### src/rtl/twf_pkg.sv
package twf_pkg;
  localparam int EVT_LINES = 64;
  localparam int TAG_W = 16;
  localparam int LINK_CNT = 16;
  localparam int LINK_W = $clog2(LINK_CNT);
  localparam int DATA_W = 32;
  localparam int BYTES = DATA_W / 8;
  localparam int EVT_WORDS = EVT_LINES / DATA_W;
  localparam logic [15:0] UNLOCK_KEY = 16'h5A5A;

  // word map
  localparam int W_CTRL = 0;
  localparam int W_EVS = 1;
  localparam int W_EVE = W_EVS + EVT_WORDS;
  localparam int W_TSR = W_EVE + EVT_WORDS;
  localparam int W_TSM = W_TSR + 1;
  localparam int W_TER = W_TSM + 1;
  localparam int W_TEM = W_TER + 1;
  localparam int W_LNK = W_TEM + 1;
  localparam int NUM_WORDS = W_LNK + 1;
  localparam int ADDR_W = $clog2(NUM_WORDS);
  localparam int WORDS_PAD = 1 << ADDR_W;

  // control word bit positions
  localparam int CB_GLOBAL = 0;
  localparam int CB_EVT = 1;
  localparam int CB_TAG = 2;
  localparam int CB_CAP = 3;
  localparam int CB_FRST = 4;
  localparam int CTRL_KEEP = 4;

  typedef struct packed {
    logic globalEn;
    logic evtFilterEn;
    logic tagFilterEn;
    logic [EVT_LINES-1:0] evtStart;
    logic [EVT_LINES-1:0] evtEnd;
    logic [TAG_W-1:0] tagStartRef;
    logic [TAG_W-1:0] tagStartMask;
    logic [TAG_W-1:0] tagEndRef;
    logic [TAG_W-1:0] tagEndMask;
    logic [LINK_CNT-1:0] linkEn;
  } twf_cfg_t;

  typedef struct packed {
    logic clrWindow;
  } twf_strobe_t;

  function automatic logic [DATA_W-1:0] wordMask(int idx);
    if (idx == W_CTRL || idx >= NUM_WORDS) return '0;
    if (idx >= W_TSR && idx <= W_TEM) return DATA_W'((64'd1 << TAG_W) - 1);
    if (idx == W_LNK) return DATA_W'((64'd1 << LINK_CNT) - 1);
    return '1;
  endfunction
endpackage

### src/rtl/twf_ctrl.sv
module twf_ctrl
  import twf_pkg::*;
(
  input  logic clk,
  input  logic rstN,
  input  logic wrEn,
  input  logic [ADDR_W-1:0] wrAddr,
  input  logic [BYTES-1:0] wrByteEn,
  input  logic [DATA_W-1:0] wrData,
  input  logic [ADDR_W-1:0] rdAddr,
  output logic [DATA_W-1:0] rdData,
  output twf_cfg_t cfg,
  output twf_strobe_t strobe,
  output logic capSelPc
);
  logic ctrlHit;
  logic keyOk;
  logic [CTRL_KEEP-1:0] ctrlBitsQ;
  logic [DATA_W-1:0] words [WORDS_PAD];

  assign ctrlHit = wrEn && (wrAddr == ADDR_W'(W_CTRL));
  assign keyOk = ctrlHit && (&wrByteEn) && (wrData[DATA_W-1:DATA_W-16] == UNLOCK_KEY);

  always_ff @(posedge clk or negedge rstN) begin
    if (!rstN) ctrlBitsQ <= '0;
    else if (keyOk) ctrlBitsQ <= wrData[CTRL_KEEP-1:0];
  end

  assign strobe.clrWindow = keyOk && wrData[CB_FRST];

  // plain configuration words, one register per implemented word
  for (genvar i = 0; i < WORDS_PAD; i++) begin : g_word
    localparam logic [DATA_W-1:0] M = wordMask(i);
    if (M == '0) begin : g_none
      assign words[i] = '0;
    end else begin : g_reg
      logic [DATA_W-1:0] wordQ;
      always_ff @(posedge clk or negedge rstN) begin
        if (!rstN) wordQ <= '0;
        else if (wrEn && wrAddr == ADDR_W'(i)) begin
          for (int b = 0; b < BYTES; b++)
            if (wrByteEn[b]) wordQ[b*8 +: 8] <= wrData[b*8 +: 8] & M[b*8 +: 8];
        end
      end
      assign words[i] = wordQ;
    end
  end

  always_comb begin
    cfg = '0;
    cfg.globalEn = ctrlBitsQ[CB_GLOBAL];
    cfg.evtFilterEn = ctrlBitsQ[CB_EVT];
    cfg.tagFilterEn = ctrlBitsQ[CB_TAG];
    for (int w = 0; w < EVT_WORDS; w++) begin
      cfg.evtStart[w*DATA_W +: DATA_W] = words[W_EVS + w];
      cfg.evtEnd[w*DATA_W +: DATA_W] = words[W_EVE + w];
    end
    cfg.tagStartRef = words[W_TSR][TAG_W-1:0];
    cfg.tagStartMask = words[W_TSM][TAG_W-1:0];
    cfg.tagEndRef = words[W_TER][TAG_W-1:0];
    cfg.tagEndMask = words[W_TEM][TAG_W-1:0];
    cfg.linkEn = words[W_LNK][LINK_CNT-1:0];
  end

  assign capSelPc = ctrlBitsQ[CB_CAP];

  always_comb begin
    if (rdAddr == ADDR_W'(W_CTRL)) rdData = DATA_W'(ctrlBitsQ);
    else rdData = words[rdAddr];
  end

  // a control write without the key or full width leaves the mode bits alone
  p_key_guard_r12: assert property (@(posedge clk) disable iff (!rstN)
    (ctrlHit && !keyOk) |=> $stable(ctrlBitsQ));

  // a keyed write loads the mode bits
  p_key_load_r12: assert property (@(posedge clk) disable iff (!rstN)
    keyOk |=> (ctrlBitsQ == $past(wrData[CTRL_KEEP-1:0])));
endmodule

### src/rtl/twf_window.sv
module twf_window
  import twf_pkg::*;
(
  input  logic clk,
  input  logic rstN,
  input  twf_cfg_t cfg,
  input  twf_strobe_t strobe,
  input  logic [EVT_LINES-1:0] evtLines,
  input  logic entryValid,
  input  logic [LINK_W-1:0] entryLink,
  input  logic [TAG_W-1:0] entryTag,
  output logic recordAllow,
  output logic windowOpen
);
  logic windowQ;
  logic windowNext;
  logic evtStart, evtEnd, tagStart, tagEnd;
  logic startHit, endHit;
  logic filterOn;
  logic gate;

  assign evtStart = cfg.evtFilterEn && |(evtLines & cfg.evtStart);
  assign evtEnd = cfg.evtFilterEn && |(evtLines & cfg.evtEnd);
  assign tagStart = cfg.tagFilterEn && entryValid &&
                    ((entryTag & cfg.tagStartMask) == cfg.tagStartRef);
  assign tagEnd = cfg.tagFilterEn && entryValid &&
                  ((entryTag & cfg.tagEndMask) == cfg.tagEndRef);

  assign startHit = cfg.globalEn && (evtStart || tagStart);
  assign endHit = cfg.globalEn && (evtEnd || tagEnd);

  always_comb begin
    if (strobe.clrWindow) windowNext = 1'b0;
    else if (endHit) windowNext = 1'b0;
    else if (startHit) windowNext = 1'b1;
    else windowNext = windowQ;
  end

  always_ff @(posedge clk or negedge rstN) begin
    if (!rstN) windowQ <= 1'b0;
    else windowQ <= windowNext;
  end

  assign filterOn = cfg.evtFilterEn || cfg.tagFilterEn;
  assign gate = filterOn ? windowNext : 1'b1;
  assign recordAllow = cfg.globalEn && entryValid && cfg.linkEn[entryLink] && gate;
  assign windowOpen = windowQ;

  // an end condition always leaves the window closed
  p_end_wins_r9: assert property (@(posedge clk) disable iff (!rstN)
    endHit |=> !windowOpen);

  // a lone start opens the window
  p_start_opens_r5: assert property (@(posedge clk) disable iff (!rstN)
    (startHit && !endHit && !strobe.clrWindow) |=> windowOpen);

  // filter reset closes the window
  p_clear_r13: assert property (@(posedge clk) disable iff (!rstN)
    strobe.clrWindow |=> !windowOpen);

  // globally disabled, nothing but a filter reset moves the window
  p_idle_hold_r2: assert property (@(posedge clk) disable iff (!rstN)
    (!cfg.globalEn && !strobe.clrWindow) |=> $stable(windowOpen));
endmodule

### src/rtl/trace_window_filter.sv
module trace_window_filter
  import twf_pkg::*;
(
  input  logic clk,
  input  logic rstN,
  input  logic wrEn,
  input  logic [ADDR_W-1:0] wrAddr,
  input  logic [BYTES-1:0] wrByteEn,
  input  logic [DATA_W-1:0] wrData,
  input  logic [ADDR_W-1:0] rdAddr,
  output logic [DATA_W-1:0] rdData,
  input  logic [EVT_LINES-1:0] evtLines,
  input  logic entryValid,
  input  logic [LINK_W-1:0] entryLink,
  input  logic [TAG_W-1:0] entryTag,
  output logic recordAllow,
  output logic captureSelPc,
  output logic windowOpen
);
  twf_cfg_t cfg;
  twf_strobe_t strobe;

  twf_ctrl u_ctrl (
    .clk(clk), .rstN(rstN),
    .wrEn(wrEn), .wrAddr(wrAddr), .wrByteEn(wrByteEn), .wrData(wrData),
    .rdAddr(rdAddr), .rdData(rdData),
    .cfg(cfg), .strobe(strobe), .capSelPc(captureSelPc)
  );

  twf_window u_window (
    .clk(clk), .rstN(rstN), .cfg(cfg), .strobe(strobe),
    .evtLines(evtLines), .entryValid(entryValid), .entryLink(entryLink),
    .entryTag(entryTag), .recordAllow(recordAllow), .windowOpen(windowOpen)
  );
endmodule

### config.mk
export PLATFORM = sky130hd
export DESIGN_NAME = trace_window_filter
export DESIGN_NICKNAME = d
export VERILOG_FILES = /design/src/rtl/twf_pkg.sv /design/src/rtl/twf_ctrl.sv /design/src/rtl/twf_window.sv /design/src/rtl/trace_window_filter.sv
export SDC_FILE = /design/constraint.sdc
export NUM_CORES = 1
export LEC_CHECK = 0
export ABC_AREA = 0
export ABC_CLOCK_PERIOD_IN_PS = 3700
export BUFFER_PORTS_ARGS = -buffer_cell sky130_fd_sc_hd__buf_4
export CAP_MARGIN = 20
export CORE_MARGIN = 2
export CORE_UTILIZATION = 40
export DETAILED_ROUTE_END_ITERATION = 10
export PLACE_DENSITY = 0.65
export SKIP_CTS_REPAIR_TIMING = 1
export SLEW_MARGIN = 30
export SYNTH_ARGS = -nofsm -noshare
export SYNTH_HDL_FRONTEND = slang
export SYNTH_SLANG_ARGS = --single-unit
### constraint.sdc
create_clock -name clk -period 3.7 [get_ports clk]
set_input_delay 0.74 -clock clk [delete_from_list [all_inputs] [get_ports clk]]
set_output_delay 0.74 -clock clk [all_outputs]
set_load 0.005 [all_outputs]
==> results summary, run 1 <==
The run finished, with violations left. The checks that failed: negative setup slack. At the end of routability-driven placement, the weighted congestion stood at 0.970.

The total clock buffers created by CTS came out at 24. The tree is rooted in a sky130_fd_sc_hd__clkbuf_16. The number of failing setup endpoints in the final timing report is 1.

The total number of yosys warnings is 0. Counting distinct cell types in the post-synthesis netlist gives 43. The synthesized net count came out at 1025. The actual slew at the worst max-slew pin came out at 0.866 ns.

Wires add up to 39.2 mm. STA classifies the critical path startpoint as a register. The power density relative to cell area came out at 524 nW/um2. The number of nets in the final layout came out at 1200. Including well taps, the total number of placed cells is 1416. The path type of the worst setup path is reg2out. The total of fill cells in the finished design is 2538. The endpoint identified for the worst register-to-register timing path is u_window.windowOpen. The area of the core came out at 27600 um2.

Across all setup checks in the final design, the least slack found is -0.0411 ns. The via count of the first global-routing pass is 8783. In this run the deepest clock path goes through 3 buffers. For this run, the top clock speed supported by timing is 267 MHz. STA classifies the critical path endpoint as an output pin. The count of cells along the worst register-to-register path is 8. The ratio of cells with drive above 1 in the final layout came out at 46.1%. The full die area came out at 29200 um2. Entering global routing, the biggest net connects 83 pins. The clock insertion delay at the later pin of the skew report is 0.53 ns.

The clock net sink count is 213. The mean cell area of the mapped netlist came out at 12.5 um2. The cell area after placement is 12900 um2.

The signed area change from the synthesized netlist to the final layout came out at 23.3%. The area taken by multi-input logic gates came out at 5660 um2. The signal on the critical path passes through a22o_1 > a221oi_2 > nand3_1 > or4_4 > o311a_1 > o211a_1 > o2111a_1 > buf_4. For the final database, setup skew stands at 0.00707 ns. The final instance count without filler cells came out at 1462.

The most instantiated flip-flop cell in the synthesis netlist is sky130_fd_sc_hd__dfrtp_1. The share of synthesized area occupied by flip-flops and latches is 47.8%. The synthesized area came out at 11100 um2.

The count of antenna-violating nets left after detailed routing came out at 0. The antenna diode count is 0. The cell area after layout is 13700 um2. The die is 171 um tall.

In this run the count of I/O pins placed on the die edge is 167. The count of endpoints failing hold in the final timing report is 0. The setup slack of the worst register-to-register path came out at 1.24 ns. Detailed placement finished with a half-perimeter wire length of 30.3 mm. Yosys mapped a number of flops with a built-in enable equal to 0.

The time the worst path needs with I/O delays and setup is 3.74 ns. The initial antenna violation count was 0. For this configuration, the core starts out at a cell density of 40.3%.

The DRC violation count after routing came out at 0. The per-cell via count in the routed design came out at 6.00. The number of placement rows came out at 61. The tightest min-delay check is of the in2async type. The final-report max-slew violation count came to 0. The static leakage power came out at 0.00615 uW. The worst relative slew slack is 42.1%. Along the worst path, the maximum fanout reaches 3. The violation count after the first detailed-route iteration is 931.

The register bit total from synthesis came out at 213. The slowest stage of the critical path is the sky130_fd_sc_hd__or4_4 cell. The delay of the slowest critical-path stage is 0.54 ns. The routed via count is 8777. Dividing the detail-routed wire length by the instance count gives 26.8 um.

The first global-routing pass estimated 57.4 mm of wire. The horizontal extent of the die came out at 171 um. Summed over all layers, the global routing overflow is 0.

Across the whole layout, storage elements account for 5330 um2. Of the available clock period, the critical path in the final layout requires 101%. Setup repair after global routing could not meet its margin everywhere. The startpoint of the lowest-slack register-to-register path is u_ctrl.g_word[2].g_reg.wordQ[16]. The length of the first detailed-routing pass in iterations came out at 5. Data arrives at the worst endpoint at 3.00 ns. The async set-or-reset flop fraction in the synthesized netlist is 100%. TritonCTS built the clock tree.

Global routing used 26.8% of the available tracks across all layers. CTS built an H-tree with a depth of 1. The number of buffers added on ports is 166. Across the run, the number of max-cap violations was 0.

The number of cells produced by synthesis came out at 893. The clock-pin transition on the worst setup and hold timing paths is 0.06 ns. The required time reported for the critical path endpoint came out at 2.96 ns. The maximum VDD drop came out at 0.328 mV.
routing by layer:
metal | up-vias | share of wire, % | GRT usage [%] | wire (um)
li1 | 3768 | - | - | -
met1 | 4460 | 42 | 37.0 | 16500
met2 | 470 | 45 | 41.4 | 17500
met3 | 79 | 9.7 | 6.34 | 3790
met4 | 0 | 3.6 | 9.51 | 1430
met5 | - | 0 | 0 | 0
worst max-delay path, delay by kind of cell (launching register included):
kind,cells,cell delay [ns]
flip-flops,1,0.40
buffers and inverters,1,0.14
AO/OA/AOI/OAI,5,1.28
AND/OR/NAND/NOR,2,0.66
cell usage after synthesis (3+ instances only):
cell type	number	share of area, %
sky130_fd_sc_hd__xor2_1	16	1.3
sky130_fd_sc_hd__nand4_1	12	0.67
sky130_fd_sc_hd__o22a_1	16	1.3
sky130_fd_sc_hd__xnor2_1	16	1.3
sky130_fd_sc_hd__mux2i_1	17	1.5
sky130_fd_sc_hd__nor4_1	3	0.17
sky130_fd_sc_hd__nor4bb_1	3	0.27
sky130_fd_sc_hd__a22oi_1	56	3.8
sky130_fd_sc_hd__nor2_1	48	1.6
sky130_fd_sc_hd__clkbuf_1	31	1.0
sky130_fd_sc_hd__nor3_1	6	0.27
sky130_fd_sc_hd__mux2_2	244	25
sky130_fd_sc_hd__buf_1	11	0.37
sky130_fd_sc_hd__a21oi_1	17	0.76
sky130_fd_sc_hd__nand2_1	54	1.8
sky130_fd_sc_hd__nand3b_1	17	1.1
sky130_fd_sc_hd__nor2b_1	3	0.17
sky130_fd_sc_hd__mux4_2	20	4.0
sky130_fd_sc_hd__a22o_1	19	1.5
sky130_fd_sc_hd__o21ai_0	16	0.72
sky130_fd_sc_hd__a221oi_1	18	1.4
sky130_fd_sc_hd__a31oi_1	4	0.22
sky130_fd_sc_hd__nand2b_1	3	0.17
sky130_fd_sc_hd__dfrtp_1	213	48
sky130_fd_sc_hd__nand3_1	7	0.31
worst max path at each step:
stage / start / end
after CTS: u_ctrl.g_word[3].g_reg.wordQ[21] / recordAllow
after global routing: u_ctrl.g_word[2].g_reg.wordQ[16] / recordAllow
after floorplan: evtLines[4] / recordAllow
after global placement: evtLines[21] / recordAllow
final: u_ctrl.g_word[2].g_reg.wordQ[16] / recordAllow
after detailed placement: evtLines[21] / recordAllow
stage by stage:
stage	utilization (%)	setup TNS, ns	hold WS [ns]	setup slack [ns]	total power (uW)
after global routing	49.7	-0.113	0.297	-0.113	7470
after detailed placement	46.8	-0.121	0.515	-0.121	4840
after CTS	49.5	-0.217	0.280	-0.217	7180
after global placement	46.8	-0.0472	0.503	-0.0472	4800
final	49.7	-0.0411	0.241	-0.0411	7200
after floorplan	-	0	0.444	0.508	4060
report_power, final:
part	internal, uW	switching, uW	leakage (uW)
Sequential	2780	488	0.00273
Combinational	886	702	0.00304
Clock	1390	955	0.000382
cell type report:
type / count / area share (%)
clock buffer: 40 / 5.55
clock inverter: 2 / 0.0729
inverter: 1 / 0.0273
multi-input combinational: 635 / 41.2
sequential: 213 / 38.8
tap: 378 / 3.44
timing repair buffer: 193 / 10.9
cells by family after synthesis:
logic type / count (synthesis) / synth area share (%)
multiplexers: 281 / 30.2
XOR/XNOR: 32 / 2.51
flip-flops: 213 / 47.8
AO/OA/AOI/OAI: 156 / 10.6
AND/OR/NAND/NOR: 166 / 7.30
buffers and inverters: 45 / 1.54
cell usage in the layout (no fill, tap or decap), drive strengths merged, types with 6 or more instances in the layout:
| cell type | Yosys | routed |
|---|---|---|
| xor2 | 16 | 16 |
| nand3 | 7 | 7 |
| dfrtp | 213 | 213 |
| o22a | 16 | 16 |
| buf | 13 | 192 |
| o21ai | 16 | 16 |
| nor3 | 6 | 6 |
| nand3b | 17 | 17 |
| a22o | 20 | 20 |
| nand4 | 12 | 12 |
| nand2 | 54 | 54 |
| a221oi | 20 | 20 |
| mux2 | 244 | 244 |
| clkbuf | 31 | 41 |
| a21oi | 17 | 17 |
| xnor2 | 16 | 16 |
| mux2i | 17 | 17 |
| nor2 | 48 | 48 |
| mux4 | 20 | 20 |
| a22oi | 56 | 56 |
sequential cells by signal, indices dropped and copies added, names as in the netlist:
name                       count
u_ctrl.ctrlBitsQ               4
u_ctrl.g_word.g_reg.wordQ    208
u_window.windowOpen            1
Power figures use the tool's default switching activity.
==> inputs of run 2 (changes only) <==
- ABC_AREA: 0 -> 1
- CTS_CLUSTER_DIAMETER: default -> 30
==> run 2 against run 1 <==
Against the previous run:
- critical path depth increased by 4
- global-route usage decreased by 0.54 points
- synthesized cell count increased by 73%
- worst setup slack better by 0.47 ns
- the flow now finishes without violations
- area after synthesis rose by 1.9%
==> results summary, run 2 <==
The most instantiated flip-flop cell in the synthesis netlist is sky130_fd_sc_hd__dfrtp_1 (unchanged). The full die area was 29800 um2 (was 29200 um2). The initial antenna violation count came out at 1 (was 0). The number of failing setup endpoints in the final timing report is 0 (was 1).

The final critical-path share of the clock period is 88.4% (was 101%). The count of distinct cell types in the synthesized netlist is 32 (was 43). The kind of launch point of the worst setup path is a register (unchanged).

The leading cell type in the layout, fill and taps excluded was sky130_fd_sc_hd__nand2_1 (was sky130_fd_sc_hd__mux2_2). The clock tree root buffer cell is sky130_fd_sc_hd__clkbuf_16 (unchanged). The most used standard cell by instance count after synthesis is sky130_fd_sc_hd__nand2_1 (was sky130_fd_sc_hd__mux2_2). The clock tree from TritonCTS was done (unchanged). The max-capacitance violation count is 0 (unchanged). The ratio of cells with drive above 1 in the final layout was 17.3% (was 46.1%). The worst relative slew slack is 46.5% (was 42.1%). The maximum fanout count along the critical path is 3 (unchanged). The accumulated negative setup slack came out at 0 ns (was -0.0411 ns). The first-pass GRT wire length is 59.8 mm (was 57.4 mm). The highest clock frequency the design can meet is 306 MHz (was 267 MHz). The via count of the first global-routing pass was 10900 (was 8783).

The maximum level of the CTS H-tree is 2 (was 1). The remaining global-route overflow is 0 (unchanged). The total wire length after detailed routing came out at 38.3 mm (was 39.2 mm). The part of the total power dissipated in sequential elements is 34.0% (was 45.4%). The delay of the slowest critical-path stage is 0.42 ns (was 0.54 ns). The net load switching power is 2640 uW (was 2140 uW). The number of buffers added on ports came out at 166 (unchanged). The overall die height was 172 um (was 171 um). The clock-pin transition on the worst setup and hold timing paths was 0.05 ns (was 0.06 ns). The path type of the worst setup path is reg2out (unchanged). The required time reported for the critical path endpoint was 2.96 ns (about the same). The power density relative to cell area came out at 629 nW/um2 (was 524 nW/um2).

The top-level I/O count came out at 167 (unchanged). The mean cell area of the mapped netlist came out at 7.33 um2 (was 12.5 um2). The flip-flop count of the largest register after layout came out at 208 (unchanged).

The clock tree skew after final layout came out at 0.0151 ns (was 0.00707 ns). The static leakage power came out at 0.00729 uW (was 0.00615 uW). The number of cells produced by synthesis came out at 1549 (was 893). The area of the core came out at 27900 um2 (was 27600 um2).

The clock net sink count came out at 213 (unchanged). The count of buffering cells on the critical path with inverters included came out at 1 (unchanged). The met1 demand-to-capacity share in global routing was 36.5% (was 37.0%). The sequential cell area in the final layout was 5330 um2 (unchanged). The switching power as a share of total power came out at 28.3% (was 29.8%). The count of antenna-violating nets left after detailed routing is 0 (unchanged). The total number of cells along the worst setup path is 12 (was 8).

Top library cells by usage in the layout, fill and taps aside: sky130_fd_sc_hd__nand2_1 (559), sky130_fd_sc_hd__o21ai_0 (281), sky130_fd_sc_hd__dfrtp_1 (213) (was sky130_fd_sc_hd__mux2_2 (244), sky130_fd_sc_hd__dfrtp_1 (213), sky130_fd_sc_hd__buf_4 (189)). The data arrival time of the critical path is 2.53 ns (was 3.00 ns). The weighted congestion reported at the end of routability-driven placement is 0.893 (was 0.970).

The final instance count without filler cells was 2139 (was 1462). The clock insertion delay at the later pin of the skew report came out at 0.55 ns (was 0.53 ns). The fraction of synthesized cell area taken by the top area cell type is 46.9% (was 47.8%).

The length of the first detailed-routing pass in iterations is 6 (was 5). The final-report max-slew violation count is 0 (unchanged). The number of placement rows came out at 61 (unchanged).

The routed via count came out at 11200 (was 8777). The per-cell via count in the routed design is 5.25 (was 6.00). The met3 usage is 5.20% (was 6.34%).

The actual slew at the worst max-slew pin was 0.803 ns (was 0.866 ns). The register with the most flip-flops is u_ctrl.g_word.g_reg.wordQ (unchanged). The class of the tightest hold or removal check was in2async (unchanged). The synthesized area came out at 11400 um2 (was 11100 um2). The part of the total power dissipated in the clock network was 50.4% (was 32.6%). The count of endpoints failing hold in the final timing report came to 0 (unchanged). The critical path endpoint category is an output pin (unchanged). The effective utilization at floorplan came out at 40.8% (was 40.3%). The internal power consumption is 6670 uW (was 5050 uW). Setup repair after global routing missed its margin: no (was yes). The total clock buffers created by CTS came out at 51 (was 24).

The maximum VDD drop came out at 0.340 mV (was 0.328 mV). The worst-case clock buffer depth was 3 (unchanged). The cell type of the slowest stage on the worst timing path was sky130_fd_sc_hd__dfrtp_1 (was sky130_fd_sc_hd__or4_4).

The DRC violation count after routing is 0 (unchanged). The signed area change from the synthesized netlist to the final layout was 30.3% (was 23.3%). The async set-or-reset flop fraction in the synthesized netlist was 100% (unchanged).

The time the worst path needs with I/O delays and setup was 3.27 ns (was 3.74 ns). The total number of yosys warnings is 0 (unchanged). The smallest hold slack was 0.257 ns (was 0.241 ns). The met2 track demand over resource was 40.5% (was 41.4%). The total of fill cells in the finished design came out at 2678 (was 2538). The cell type with the highest aggregate area in the netlist is sky130_fd_sc_hd__dfrtp_1 (unchanged).

The horizontal extent of the die was 172 um (was 171 um). Ordered list of cells on the worst path: nand2_1 > nand2_1 > nor2_1 > nand2_1 > nor2_1 > nand2_1 > o21ai_0 > nand2_1 > a21oi_1 > nand2_1 > a21oi_1 > buf_4 (was a22o_1 > a221oi_2 > nand3_1 > or4_4 > o311a_1 > o211a_1 > o2111a_1 > buf_4). The synthesized net count is 1681 (was 1025). The cell family contributing the most delay on the critical path was simple AND/OR/NAND/NOR gates (was compound AO/OA/AOI/OAI gates). The count of cells along the worst register-to-register path is 11 (was 8). The final total power was 9300 uW (was 7200 uW). The combinational fraction of design power is 15.6% (was 22.1%). The placed instance count is 2044 (was 1416).

The number of flops mapped to enable cells by yosys came out at 0 (unchanged). The register bit total from synthesis is 213 (unchanged). The largest net degree at the start of global routing came out at 90 (was 83). The area taken by multi-input logic gates came to 5430 um2 (was 5660 um2). The share of synthesized area occupied by flip-flops and latches is 46.9% (was 47.8%). Top post-synthesis cells by count: sky130_fd_sc_hd__nand2_1 (559), sky130_fd_sc_hd__o21ai_0 (281), sky130_fd_sc_hd__dfrtp_1 (213), sky130_fd_sc_hd__nor2_1 (122), sky130_fd_sc_hd__inv_1 (79) (was sky130_fd_sc_hd__mux2_2 (244), sky130_fd_sc_hd__dfrtp_1 (213), sky130_fd_sc_hd__a22oi_1 (56), sky130_fd_sc_hd__nand2_1 (54), sky130_fd_sc_hd__nor2_1 (48)). The overall routing resource usage came to 26.2% (was 26.8%). The peak-usage layer in the global routing report was met2 (unchanged).

The number of nets in the final layout is 1851 (was 1200). The cell that appears most often on the critical path is sky130_fd_sc_hd__nand2_1. The wire length per cell after detailed routing is 17.9 um (was 26.8 um). The final HPWL from detailed placement is 27.6 mm (was 30.3 mm). Synth top area cells: sky130_fd_sc_hd__dfrtp_1 (47%), sky130_fd_sc_hd__nand2_1 (18%), sky130_fd_sc_hd__o21ai_0 (12%) (was sky130_fd_sc_hd__dfrtp_1 (48%), sky130_fd_sc_hd__mux2_2 (25%), sky130_fd_sc_hd__mux4_2 (4.0%)).

The violation count after the first detailed-route iteration came out at 1070 (was 931). Outcome: completed (was complete, but fails checks).
## run 2: cells by family (layout without fill, tap and decap cells)
group	count (synthesis)	count (layout)	share of synthesized area, %
AO/OA/AOI/OAI	405	405	19.3
XOR/XNOR	31	31	2.39
buffers and inverters	149	360	5.34
flip-flops	213	213	46.9
other	0	1	0
AND/OR/NAND/NOR	751	751	26.0
## run 2: through the flow
step / worst slack (ns) / cell area, um2 / util (%)
floorplan: 1.21 / 11400 / -
global placement: 0.600 / 13000 / 46.5
detailed placement: 0.600 / 13000 / 46.5
CTS: 0.450 / 14800 / 53.1
global route: 0.197 / 14800 / 53.1
finish: 0.431 / 14800 / 53.1
## run 2: per-layer routing
metal	routed length [um]	part of all wire, %	vias to the layer above
li1	-	-	5438
met1	16800	44	5193
met2	16900	44	529
met3	3340	8.7	75
met4	1260	3.3	0
met5	0	0	-
## run 2: area by class of cell
class / instances / share of cell area, %
multi-input combinational: 1187 / 36.7
sequential: 213 / 36.0
clock buffer: 65 / 9.81
timing repair buffer: 186 / 9.74
tap: 378 / 3.20
clock inverter: 29 / 2.49
inverter: 80 / 2.03
antenna: 1 / 0.0169
## run 2: final timing paths
| path | startpoint | slack (ns) | to |
|---|---|---|---|
| setup / recovery | u_ctrl.g_word[3].g_reg.wordQ[5] | 0.43 | recordAllow |
| hold / removal | rstN | 0.26 | u_ctrl.g_word[1].g_reg.wordQ[20] |
| setup reg to reg | u_ctrl.g_word[3].g_reg.wordQ[5] | 2.07 | u_window.windowOpen |
| hold reg to reg | u_ctrl.g_word[7].g_reg.wordQ[15] | 0.48 | u_ctrl.g_word[7].g_reg.wordQ[15] |
| max in group asynchronous | rstN | 2.58 | u_ctrl.g_word[1].g_reg.wordQ[2] |
| min in group clk | u_ctrl.g_word[7].g_reg.wordQ[15] | 0.48 | u_ctrl.g_word[7].g_reg.wordQ[15] |
## run 2: power groups by stage
| stage | combinational (uW) | clock, uW | sequential, uW |
|---|---|---|---|
| after floorplan | 936 | 0 | 3040 |
| after global placement | 1410 | 0 | 3180 |
| after detailed placement | 1440 | 0 | 3190 |
| after CTS | 1450 | 4720 | 3160 |
| after global routing | 1660 | 4860 | 3220 |
| final | 1450 | 4690 | 3170 |
